===== src/rtl/ifq_pkg.sv =====
package ifq_pkg;

  // position of a (thread, slot) pair inside an ownership bitmap
  function automatic int unsigned own_pos(input int unsigned thr,
                                          input int unsigned slot,
                                          input int unsigned nslot);
    return thr * nslot + slot;
  endfunction

  // true when candidate i should be served before candidate j
  function automatic logic served_first(input logic old_rel,
                                        input logic i_new,
                                        input logic j_new,
                                        input int unsigned i,
                                        input int unsigned j);
    if (i == j)                 return 1'b0;
    else if (!i_new && !j_new)  return old_rel;
    else if (!i_new)            return 1'b1;
    else if (!j_new)            return 1'b0;
    else                        return (i < j);
  endfunction

endpackage


===== src/rtl/ifq_age_arb.sv =====
module ifq_age_arb
  import ifq_pkg::*;
#(
  parameter int NTHR = 8,
  localparam int TW = (NTHR > 1) ? $clog2(NTHR) : 1
) (
  input  logic            clk,
  input  logic            rst_n,
  input  logic [NTHR-1:0] req_valid,
  input  logic [NTHR-1:0] flush,
  input  logic [NTHR-1:0] ack,
  input  logic [NTHR-1:0] cand,
  output logic            win_valid,
  output logic [TW-1:0]   win_idx
);

  logic [NTHR-1:0] pend_q;
  logic [NTHR-1:0] arrive;
  logic [NTHR-1:0] before_q [NTHR];
  logic [NTHR-1:0] before_n [NTHR];

  assign arrive = req_valid & ~pend_q;

  always_comb begin
    for (int i = 0; i < NTHR; i++) begin
      for (int j = 0; j < NTHR; j++) begin
        before_n[i][j] = served_first(before_q[i][j], arrive[i], arrive[j],
                                      i, j);
      end
    end
  end

  always_comb begin
    win_valid = 1'b0;
    win_idx   = '0;
    for (int w = 0; w < NTHR; w++) begin
      logic beats_all;
      beats_all = cand[w];
      for (int j = 0; j < NTHR; j++) begin
        if (j != w && cand[j] && !before_n[w][j]) beats_all = 1'b0;
      end
      if (beats_all && !win_valid) begin
        win_valid = 1'b1;
        win_idx   = TW'(w);
      end
    end
  end

  always_ff @(posedge clk) begin
    if (!rst_n) begin
      pend_q <= '0;
      for (int i = 0; i < NTHR; i++) before_q[i] <= '0;
    end else begin
      pend_q <= req_valid & ~ack & ~flush;
      for (int i = 0; i < NTHR; i++) before_q[i] <= before_n[i];
    end
  end

endmodule


===== src/rtl/ifq_line_table.sv =====
module ifq_line_table #(
  parameter int NTHR  = 8,
  parameter int NSLOT = 2,
  parameter int NENT  = 8,
  parameter int AW    = 26,
  localparam int OWN_W = NTHR * NSLOT,
  localparam int IDX_W = (NENT > 1) ? $clog2(NENT) : 1
) (
  input  logic                  clk,
  input  logic                  rst_n,
  input  logic [NTHR*AW-1:0]    lk_addr,
  output logic [NTHR-1:0]       lk_hit,
  output logic [NTHR*IDX_W-1:0] lk_idx,
  input  logic [AW-1:0]         ret_addr,
  output logic                  ret_hit,
  output logic [OWN_W-1:0]      ret_own,
  input  logic                  ret_clear,
  input  logic [NTHR-1:0]       merge_en,
  input  logic [OWN_W-1:0]      slot_bits,
  input  logic [OWN_W-1:0]      flush_bits,
  input  logic                  alloc_en,
  input  logic [AW-1:0]         alloc_addr,
  input  logic [OWN_W-1:0]      alloc_own,
  output logic                  all_busy
);

  logic [OWN_W-1:0] own_q [NENT];
  logic [AW-1:0]    tag_q [NENT];
  logic [OWN_W-1:0] own_n [NENT];
  logic [NENT-1:0]  busy;
  logic [IDX_W-1:0] ret_idx;
  logic [IDX_W-1:0] free_idx;

  always_comb begin
    for (int e = 0; e < NENT; e++) busy[e] = |own_q[e];
  end
  assign all_busy = &busy;

  // per-thread lookup
  always_comb begin
    for (int t = 0; t < NTHR; t++) begin
      lk_hit[t]                  = 1'b0;
      lk_idx[t*IDX_W +: IDX_W]   = '0;
      for (int e = 0; e < NENT; e++) begin
        if (busy[e] && tag_q[e] == lk_addr[t*AW +: AW] && !lk_hit[t]) begin
          lk_hit[t]                = 1'b1;
          lk_idx[t*IDX_W +: IDX_W] = IDX_W'(e);
        end
      end
    end
  end

  // return lookup and free-slot search
  always_comb begin
    ret_hit  = 1'b0;
    ret_idx  = '0;
    ret_own  = '0;
    free_idx = '0;
    for (int e = NENT - 1; e >= 0; e--) begin
      if (!busy[e]) free_idx = IDX_W'(e);
    end
    for (int e = 0; e < NENT; e++) begin
      if (busy[e] && tag_q[e] == ret_addr && !ret_hit) begin
        ret_hit = 1'b1;
        ret_idx = IDX_W'(e);
        ret_own = own_q[e];
      end
    end
  end

  // ownership update: flush, merge, retire, allocate
  always_comb begin
    for (int e = 0; e < NENT; e++) begin
      own_n[e] = own_q[e] & ~flush_bits;
      for (int t = 0; t < NTHR; t++) begin
        if (merge_en[t] && lk_idx[t*IDX_W +: IDX_W] == IDX_W'(e))
          own_n[e][t*NSLOT +: NSLOT] = own_n[e][t*NSLOT +: NSLOT] |
                                       slot_bits[t*NSLOT +: NSLOT];
      end
      if (ret_clear && ret_idx == IDX_W'(e)) own_n[e] = '0;
      if (alloc_en && free_idx == IDX_W'(e)) own_n[e] = alloc_own;
    end
  end

  always_ff @(posedge clk) begin
    if (!rst_n) begin
      for (int e = 0; e < NENT; e++) begin
        own_q[e] <= '0;
        tag_q[e] <= '0;
      end
    end else begin
      for (int e = 0; e < NENT; e++) begin
        own_q[e] <= own_n[e];
        if (alloc_en && free_idx == IDX_W'(e)) tag_q[e] <= alloc_addr;
      end
    end
  end

endmodule


===== src/rtl/ifq_fetch_merge.sv =====
module ifq_fetch_merge
  import ifq_pkg::*;
#(
  parameter int NTHR   = 8,
  parameter int NSLOT  = 2,
  parameter int NENT   = 8,
  parameter int AW     = 26,
  parameter int LINE_W = 512,
  localparam int SW    = (NSLOT > 1) ? $clog2(NSLOT) : 1,
  localparam int OWN_W = NTHR * NSLOT,
  localparam int TW    = (NTHR > 1) ? $clog2(NTHR) : 1,
  localparam int IDX_W = (NENT > 1) ? $clog2(NENT) : 1
) (
  input  logic                clk,
  input  logic                rst_n,
  input  logic [NTHR-1:0]     req_valid,
  input  logic [NTHR*AW-1:0]  req_addr,
  input  logic [NTHR*SW-1:0]  req_slot,
  output logic [NTHR-1:0]     req_ack,
  input  logic [NTHR-1:0]     flush,
  output logic                ic_req_valid,
  output logic [AW-1:0]       ic_req_addr,
  input  logic                ret_valid,
  input  logic [AW-1:0]       ret_addr,
  input  logic [LINE_W-1:0]   ret_data,
  output logic [OWN_W-1:0]    fill_mask,
  output logic [LINE_W-1:0]   fill_data
);

  logic [OWN_W-1:0]      slot_bits, flush_bits, alloc_own, ret_own;
  logic [NTHR-1:0]       live, ret_match, hit_t, miss, same_win, lk_hit;
  logic [NTHR*IDX_W-1:0] lk_idx;
  logic                  ret_hit, ret_clear, tbl_full;
  logic                  win_valid, fetch_fire;
  logic [TW-1:0]         win_idx;
  logic [AW-1:0]         alloc_addr;

  always_comb begin
    for (int t = 0; t < NTHR; t++) begin
      for (int s = 0; s < NSLOT; s++) begin
        slot_bits[own_pos(t, s, NSLOT)]  = (req_slot[t*SW +: SW] == SW'(s));
        flush_bits[own_pos(t, s, NSLOT)] = flush[t];
      end
    end
  end

  assign live = req_valid & ~flush;

  always_comb begin
    for (int t = 0; t < NTHR; t++) begin
      ret_match[t] = live[t] && ret_valid && (req_addr[t*AW +: AW] == ret_addr);
      hit_t[t]     = live[t] && !ret_match[t] && lk_hit[t];
      miss[t]      = live[t] && !ret_match[t] && !lk_hit[t];
    end
  end

  ifq_age_arb #(.NTHR(NTHR)) u_arb (
    .clk       (clk),
    .rst_n     (rst_n),
    .req_valid (req_valid),
    .flush     (flush),
    .ack       (req_ack),
    .cand      (miss),
    .win_valid (win_valid),
    .win_idx   (win_idx)
  );

  assign fetch_fire = win_valid && !tbl_full;
  assign alloc_addr = req_addr[win_idx*AW +: AW];

  always_comb begin
    for (int t = 0; t < NTHR; t++) begin
      same_win[t] = miss[t] && fetch_fire && (req_addr[t*AW +: AW] == alloc_addr);
      for (int s = 0; s < NSLOT; s++)
        alloc_own[own_pos(t, s, NSLOT)] = same_win[t] && slot_bits[own_pos(t, s, NSLOT)];
    end
  end

  assign ret_clear = ret_valid && ret_hit;

  ifq_line_table #(
    .NTHR(NTHR), .NSLOT(NSLOT), .NENT(NENT), .AW(AW)
  ) u_tbl (
    .clk        (clk),
    .rst_n      (rst_n),
    .lk_addr    (req_addr),
    .lk_hit     (lk_hit),
    .lk_idx     (lk_idx),
    .ret_addr   (ret_addr),
    .ret_hit    (ret_hit),
    .ret_own    (ret_own),
    .ret_clear  (ret_clear),
    .merge_en   (hit_t),
    .slot_bits  (slot_bits),
    .flush_bits (flush_bits),
    .alloc_en   (fetch_fire),
    .alloc_addr (alloc_addr),
    .alloc_own  (alloc_own),
    .all_busy   (tbl_full)
  );

  always_comb begin
    for (int t = 0; t < NTHR; t++) begin
      for (int s = 0; s < NSLOT; s++) begin
        fill_mask[own_pos(t, s, NSLOT)] =
          (ret_clear && ret_own[own_pos(t, s, NSLOT)] && !flush[t]) ||
          (ret_match[t] && slot_bits[own_pos(t, s, NSLOT)]);
      end
    end
  end

  assign req_ack      = ret_match | hit_t | same_win;
  assign ic_req_valid = fetch_fire;
  assign ic_req_addr  = alloc_addr;
  assign fill_data    = ret_data;

endmodule


===== config.mk =====
export PLATFORM = sky130hd
export DESIGN_NAME = ifq_fetch_merge
export DESIGN_NICKNAME = d
export VERILOG_FILES = /design/src/rtl/ifq_pkg.sv /design/src/rtl/ifq_age_arb.sv /design/src/rtl/ifq_line_table.sv /design/src/rtl/ifq_fetch_merge.sv
export SDC_FILE = /design/constraint.sdc
export NUM_CORES = 2
export LEC_CHECK = 0
export BUFFER_PORTS_ARGS = -buffer_cell sky130_fd_sc_hd__buf_2
export CORE_AREA = 2 2 526 528
export CTS_CLUSTER_SIZE = 16
export DETAILED_ROUTE_END_ITERATION = 6
export DIE_AREA = 0 0 528 530
export SYNTH_ARGS = -nofsm -noshare
export SYNTH_HDL_FRONTEND = slang
export SYNTH_SLANG_ARGS = --single-unit

===== constraint.sdc =====
create_clock -name clk -period 14.45 [get_ports clk]
set_clock_uncertainty 0.05 [all_clocks]
set_input_delay 1.445 -clock clk [delete_from_list [all_inputs] [get_ports clk]]
set_output_delay 1.445 -clock clk [all_outputs]
set_load 0.03 [all_outputs]

== After elaboration in Yosys (flattened, before gate mapping) ==
Memories as Yosys holds them, arrays and structs flattened.
Index checks and enable logic that the tools add are counted.

* Bits in writable memories: 400
* Register bits: 8
* Logic and storage cells: 1,350
* Output and inout port bits: 563
* Input bits: 773
* Memories kept: 3

{| class="wikitable"
|+ Memories
! memory !! depth !! width !! rd ports !! clocked after memory_dff !! write ports !! line !! RTL
|-
| u_tbl.tag_q || 8 || 26 || 8 || 0 || 8 || ifq_line_table.sv:28 || <nowiki>logic [AW-1:0] tag_q [NENT];</nowiki>
|-
| u_tbl.own_q || 8 || 16 || 8 || 0 || 8 || ifq_line_table.sv:27 || <nowiki>logic [OWN_W-1:0] own_q [NENT];</nowiki>
|-
| u_arb.before_q || 8 || 8 || 8 || 0 || 8 || ifq_age_arb.sv:19 || <nowiki>logic [NTHR-1:0] before_q [NTHR];</nowiki>
|}

* Bitwise operators: 114
* Muxes and demuxes: 450
* Shift-type cells: 1
* Multiply operators: 1
* Reduce and logical (&&, ||, !) cells: 622
* Equal/unequal tests: 158

{| class="wikitable"
|+ Operators by type and width
! cell !! count
|-
| $eq A26 B26 Y1 || 88
|-
| $mux W16 || 32
|-
| $logic_and A1 B1 Y1 || 428
|-
| $mux W1 || 270
|-
| $mux W26 || 8
|-
| $shiftx A208 B9 Y26 || 1
|-
| $mux W2 || 84
|-
| $logic_not A1 Y1 || 159
|-
| $mux W3 || 48
|-
| $and A16 B16 Y16 || 8
|-
| $or A2 B2 Y2 || 64
|-
| $reduce_or A16 Y1 || 8
|-
| $eq A3 B3 Y1 const B || 40
|-
| $mux W8 || 8
|-
| $eq A3 B2 Y1 const B || 20
|-
| $and A8 B8 Y8 || 4
|-
| $eq A3 B1 Y1 const B || 10
|-
| $logic_not A3 Y1 || 10
|-
| $not A8 Y8 || 3
|-
| $or A1 B1 Y1 || 24
|-
| $logic_or A1 B1 Y1 || 16
|-
| $not A16 Y16 || 1
|-
| $or A8 B8 Y8 || 2
|-
| $not A1 Y1 || 8
|-
| other kinds (2) || 2
|}

== Depth between registers and ports, before layout ==
An unclocked memory read counts as a cell.

* Depth in word-level cells: 65
* Gate-level depth with buffers: 28
* Gate-level depth less buffers: 19

== Cells and area by module ==
Synthesis repeated with hierarchy kept, for this count alone.

* Cell total of the unflattened synthesis: 6,910
* Area total of the unflattened synthesis: 56,260.2 um^2

{| class="wikitable"
|+ Modules (own cells, without submodules)
! module !! times used !! cells an instance !! seq. area each (um^2) !! area each (um^2)
|-
| ifq_line_table || 1 || 5,220 || 8,808.4 || 42,557.1
|-
| ifq_fetch_merge || 1 || 1,372 || 0.0 || 10,996.8
|-
| ifq_age_arb || 1 || 318 || 1,281.2 || 2,706.3
|}

== Least setup slack after synthesis ==
No wires, ideal clock.

* Path type: input -> output
* Start point: input req_addr[131]
* End point: output req_ack[0]
* Slack: 5,471 ps
* Required time: 12,955 ps
* Arrival time: 7,484 ps
* Stages: 22
* Path buffers: 6
* Cell sequence: clkbuf_1 > buf_2 > xnor2_1 > nand4_1 > nor4_1 > a2bb2oi_1 > nand3b_1 > nor3b_1 > a2111o_1 > nand4b_1 > nor3_2 > a311o_1 > buf_2 > buf_6 > mux2i_1 > xnor2_1 > nand4_1 > or3_1 > or4_1 > buf_2 > buf_6 > o211ai_1

* Cells in the longest elaborated chain, start to end: 57
* Elaborated cells between the ends (all ways): 113
* Classes of those cells: mul (1); eq/ne (10); shift (1); mux (49); bitwise (1); reduce/logical (51)

{| class="wikitable"
|+ Ends and longest elaborated chain
! what !! line !! RTL
|-
| from (decl) || ifq_fetch_merge.sv:17 || <nowiki>input logic [NTHR*AW-1:0] req_addr,</nowiki>
|-
| $eq A26 B26 Y1 || ifq_line_table.sv:45 || <nowiki>if (busy[e] && tag_q[e] == lk_addr[t*AW +: AW] && !lk_hit[t]) begin</nowiki>
|-
| $logic_and A1 B1 Y1 || ifq_line_table.sv:45 ||
|-
| $mux W1 || ifq_line_table.sv:45 ||
|-
| $logic_not A1 Y1 || ifq_line_table.sv:45 ||
|-
| $logic_and A1 B1 Y1 || ifq_line_table.sv:45 ||
|-
| $mux W1 || ifq_line_table.sv:45 ||
|-
| $logic_not A1 Y1 || ifq_line_table.sv:45 ||
|-
| $logic_and A1 B1 Y1 || ifq_line_table.sv:45 ||
|-
| (+42 left out) || n/a ||
|-
| $logic_and A1 B1 Y1 || ifq_age_arb.sv:42 || <nowiki>if (beats_all && !win_valid) begin</nowiki>
|-
| $mux W3 * || ifq_age_arb.sv:42 ||
|-
| $mul A3 B4 Y7 * || ifq_fetch_merge.sv:69 || <nowiki>assign alloc_addr = req_addr[win_idx*AW +: AW];</nowiki>
|-
| $shiftx A208 B9 Y26 * || ifq_fetch_merge.sv:69 ||
|-
| named net ic_req_addr[10] || ifq_fetch_merge.sv:22 || <nowiki>output logic [AW-1:0] ic_req_addr,</nowiki>
|-
| $eq A26 B26 Y1 * || ifq_fetch_merge.sv:73 || <nowiki>same_win[t] = miss[t] && fetch_fire && (req_addr[t*AW +: AW] == alloc_addr);</nowiki>
|-
| $logic_and A1 B1 Y1 * || ifq_fetch_merge.sv:73 ||
|-
| $or A8 B8 Y8 * || ifq_fetch_merge.sv:112 || <nowiki>assign req_ack = ret_match | hit_t | same_win;</nowiki>
|-
| to (decl) || ifq_fetch_merge.sv:19 || <nowiki>output logic [NTHR-1:0] req_ack,</nowiki>
|}

Mark *: on every way through the listed nets, which the timed path passes. The rest lies on a longest branch.

== Final worst setup path ==
* Start point: input req_addr[52]
* End point: output req_ack[0]

* Cells in the longest elaborated chain, start to end: 60
* Elaborated cells between the ends (all ways): 131
* Classes of those cells: mul (1); eq/ne (10); shift (1); mux (67); bitwise (1); reduce/logical (51)

{| class="wikitable"
|+ Ends and longest elaborated chain
! what !! line
|-
| $eq A26 B26 Y1 || ifq_line_table.sv:45
|-
| $logic_and A1 B1 Y1 || ifq_line_table.sv:45
|-
| $mux W1 || ifq_line_table.sv:45
|-
| $logic_not A1 Y1 || ifq_line_table.sv:45
|-
| $logic_and A1 B1 Y1 || ifq_line_table.sv:45
|-
| $mux W1 || ifq_line_table.sv:45
|-
| $logic_not A1 Y1 || ifq_line_table.sv:45
|-
| $logic_and A1 B1 Y1 || ifq_line_table.sv:45
|-
| (+44 left out) || n/a
|-
| $logic_not A1 Y1 || ifq_age_arb.sv:42
|-
| $logic_and A1 B1 Y1 || ifq_age_arb.sv:42
|-
| $mux W3 || ifq_age_arb.sv:42
|-
| $mul A3 B4 Y7 || ifq_fetch_merge.sv:69
|-
| $shiftx A208 B9 Y26 || ifq_fetch_merge.sv:69
|-
| $eq A26 B26 Y1 || ifq_fetch_merge.sv:73
|-
| $logic_and A1 B1 Y1 * || ifq_fetch_merge.sv:73
|-
| $or A8 B8 Y8 * || ifq_fetch_merge.sv:112
|}

Every way passes the cells marked *; elsewhere a longest branch is shown, timed or not.

==> results.yml <==
status:
  status: "finished, violations left"
  violations: "design-rule violations, max-capacitance violations, max-slew violations"
synth:
  synth.net_count: 7443
  ys_top_cells_by_count: "xnor2_1, xor2_1, buf_4"
  ys.flop_type: "edfxtp_1"
  syn_area_per_cell_sq_um: 8.00
  ys_ff_latch: 400
  synthArstFlopShare: 0
  yosysTopAreaCell: "xnor2_1"
  synth_area_leaders: "xnor2_1, xor2_1, edfxtp_1"
  ys_seq_area_frac: 0.189
  yosysUniqueCellTypes: 102
  syn-instance-count: 6670
  synth_top_area_frac: 0.220
  synth-edff-count: 208
  synth-warning-count: 0
  synth_area_sq_mm: 0.0533
  yosysMostFrequentCell: "xnor2_1"
clock_network:
  root_buffer: "clkbuf_16"
  path_clk_slew_ns: 0.06
  cts_tree: "done"
  cts_setup_buffers: 0
  clock_latency_ns: 0.73
  cts.path.max_buffers: 3
  numCtsBuffers: 51
  clock_sinks: 400
  htree_num_levels: 2
  cts-hold-fix-buffers: 0
  post_cts_resized: 0
route:
  vias: 61685
  drt-vias-per-instance: 6.16
  wirelength_mm: 546
  drtIter0Drc: 12003
  remaining_drc_errors: 545
  first_pass_iters: 7
  wl_per_cell_um: 54.5
  ant_nets: 0
critical_path:
  slowest_delay_ns: 1.11
  cp_max_fo: 32
  worstSetupPathType: "in2out"
  reg2regPathDepth: 21
  worstSetupEndpointType: "output pin"
  path_cells: "buf_2 > buf_4 > xor2_1 > nor4_1 > nand4_1 > nor4_1 > buf_4 > nor3_1 > nor3b_4 > a221oi_1 > and4b_1 > nor2_4 > a311o_2 > a221o_1 > a211oi_4 > inv_2 > xnor2_1 > nand4_1 > or4_1 > or4_1 > o211ai_1 > buf_2"
  slowest_stage: "nand4_1"
  critPathArrivalTime_ns: 11.40
  crit_path_start_kind: "input port"
  cp.required_ns: 12.95
timing:
  post-route-period-util: 0.892
  slew_violations: 9
  rsz0062_at_grt: "no"
  max_slew.worst_pin.slew_ns: 1.59
  finalSetupTns_ns: 0
  layout_setup_ws_ns: 1.56
  clock.fmax_ghz: 0.0776
  hold_viol_final: 0
  post-route-min-period_ns: 12.89
  relSlewSlack: -0.0618
  setup_violations: 0
floorplanning:
  io_pins: 1336
  die_area_sq_mm: 0.280
  die_x_um: 528
  rows: 193
  initial_core_util: 0.194
  die_y_um: 530
  core_area_sq_mm: 0.275
place:
  io_buffers: 311
  place.gp.congestion: 1.22
  place.detailed.hpwl_mm: 390
  dp_slack_ns: 2.49
global_route:
  antenna_found_initial: 62
  grt_pass1_vias: 54547
  grt_usage: 0.376
  gr-total-overflow: 0
  grt_max_degree: 41
  grt_pass1_wl_mm: 670
pwr:
  pwr_density_cell_mw_per_mm2: 97.5
  leakage_nw: 19.6
  peakVddDrop_v: 0.000104
final_layout:
  nNetsFinal: 7089
  drive_gt1_frac: 0.153
  area_delta_synth_final_pct: 8.74
  fill_cells: 30650
worst_hold_path:
  hold_path.class: "reg2reg"
  whs_path_depth: 2
run:
  drv_cap: 2
worst max-delay path: cells and delay by family:
kind / cells / cell delay (ns)
XOR/XNOR: 2 / 0.33
buffers and inverters: 5 / 1.97
AND/OR/NAND/NOR: 10 / 4.87
AO/OA/AOI/OAI: 5 / 2.66
sequential cells by signal (all words and copies together), names as in the netlist:
signal and cells:
u_arb.pend_q 8, u_tbl.tag_q 208, u_arb.before_q 56, u_tbl.own_q 128
layout by cell type, fill, tap and decap left out, drive strengths merged, types with 11 or more instances in the layout:
cell,n
xnor2,1341
xor2,944
buf,733
nor2,416
nand2,390
nand4,383
nor4,356
inv,211
edfxtp,208
dfxtp,192
o22ai,138
o21ai,127
nand3,90
nor3,81
clkbuf,68
a21oi,64
diode,56
o31ai,44
mux2i,43
nor2b,39
o221ai,35
nand2b,28
o41ai,28
and3,25
clkinv,21
or3,19
a211oi,19
a22o,17
and4,17
or2,16
or4,14
nand4b,14
a221o,13
a2bb2oi,12
and2,12
a22oi,11
mux2,11
o211ai,11
o32ai,11
layer usage:
| metal | track usage | wire (um) | vias up |
|---|---|---|---|
| met5 | 0.0303 | 1060 | - |
| met4 | 0.385 | 70500 | 38 |
| met3 | 0.258 | 93100 | 2781 |
| met2 | 0.488 | 201000 | 7343 |
| met1 | 0.383 | 180000 | 30019 |
| li1 | - | - | 21504 |
power breakdown:
| group | internal, mW | switching, mW |
|---|---|---|
| logic | 0.757 | 2.03 |
| clock network | 0.763 | 0.633 |
| registers | 1.26 | 0.206 |
final timing paths:
| kind | endpoint | start | slack [ns] |
|---|---|---|---|
| worst max-delay path | req_ack[0] | req_addr[52] | 1.56 |
| worst min-delay path | u_arb.before_q[0][13] | u_arb.before_q[0][13] | 0.42 |
| worst max register to register | u_tbl.own_q[0][39] | u_tbl.own_q[0][114] | 3.77 |
| worst min register to register | u_arb.before_q[0][13] | u_arb.before_q[0][13] | 0.42 |
final cells by class:
cell class,instances,area [sq um],area share
inverter,210,788,0.0136
sequential,400,10100,0.174
clock buffer,67,1400,0.0241
antenna,56,140,0.00242
tap,3607,4510,0.0778
multi-input combinational,4919,35900,0.619
clock inverter,28,325,0.00561
timing repair buffer,734,4830,0.0833
metrics by stage:
step / cell area, sq um / cells / total power, mW / util / hold slack, ns
6_report: 58000 / 10021 / 5.66 / 0.211 / 0.421
5_1_grt: 57900 / 9968 / 5.61 / 0.211 / 0.447
4_1_cts: 57600 / 9956 / 5.38 / 0.210 / 0.419
3_5_place_dp: 55900 / 9861 / 3.99 / 0.203 / 0.411
3_3_place_gp: 55900 / 9861 / 4.04 / 0.203 / 0.404
2_1_floorplan: 53300 / 6670 / 2.99 / - / 0.389
cell families (layout without fill, tap and decap cells):
logic type | count (synthesis) | in the layout | share of synthesized area
AOI/OAI and AO/OA | 645 | 645 | 0.0880
other | 0 | 56 | 0
xor gates and xnor gates | 2285 | 2285 | 0.375
muxes | 54 | 54 | 0.0106
and+or+nand+nor | 1935 | 1935 | 0.193
buffers and inverters | 1351 | 1039 | 0.144
DFF | 400 | 400 | 0.189
Note: power is estimated with default switching activity, not from simulation.
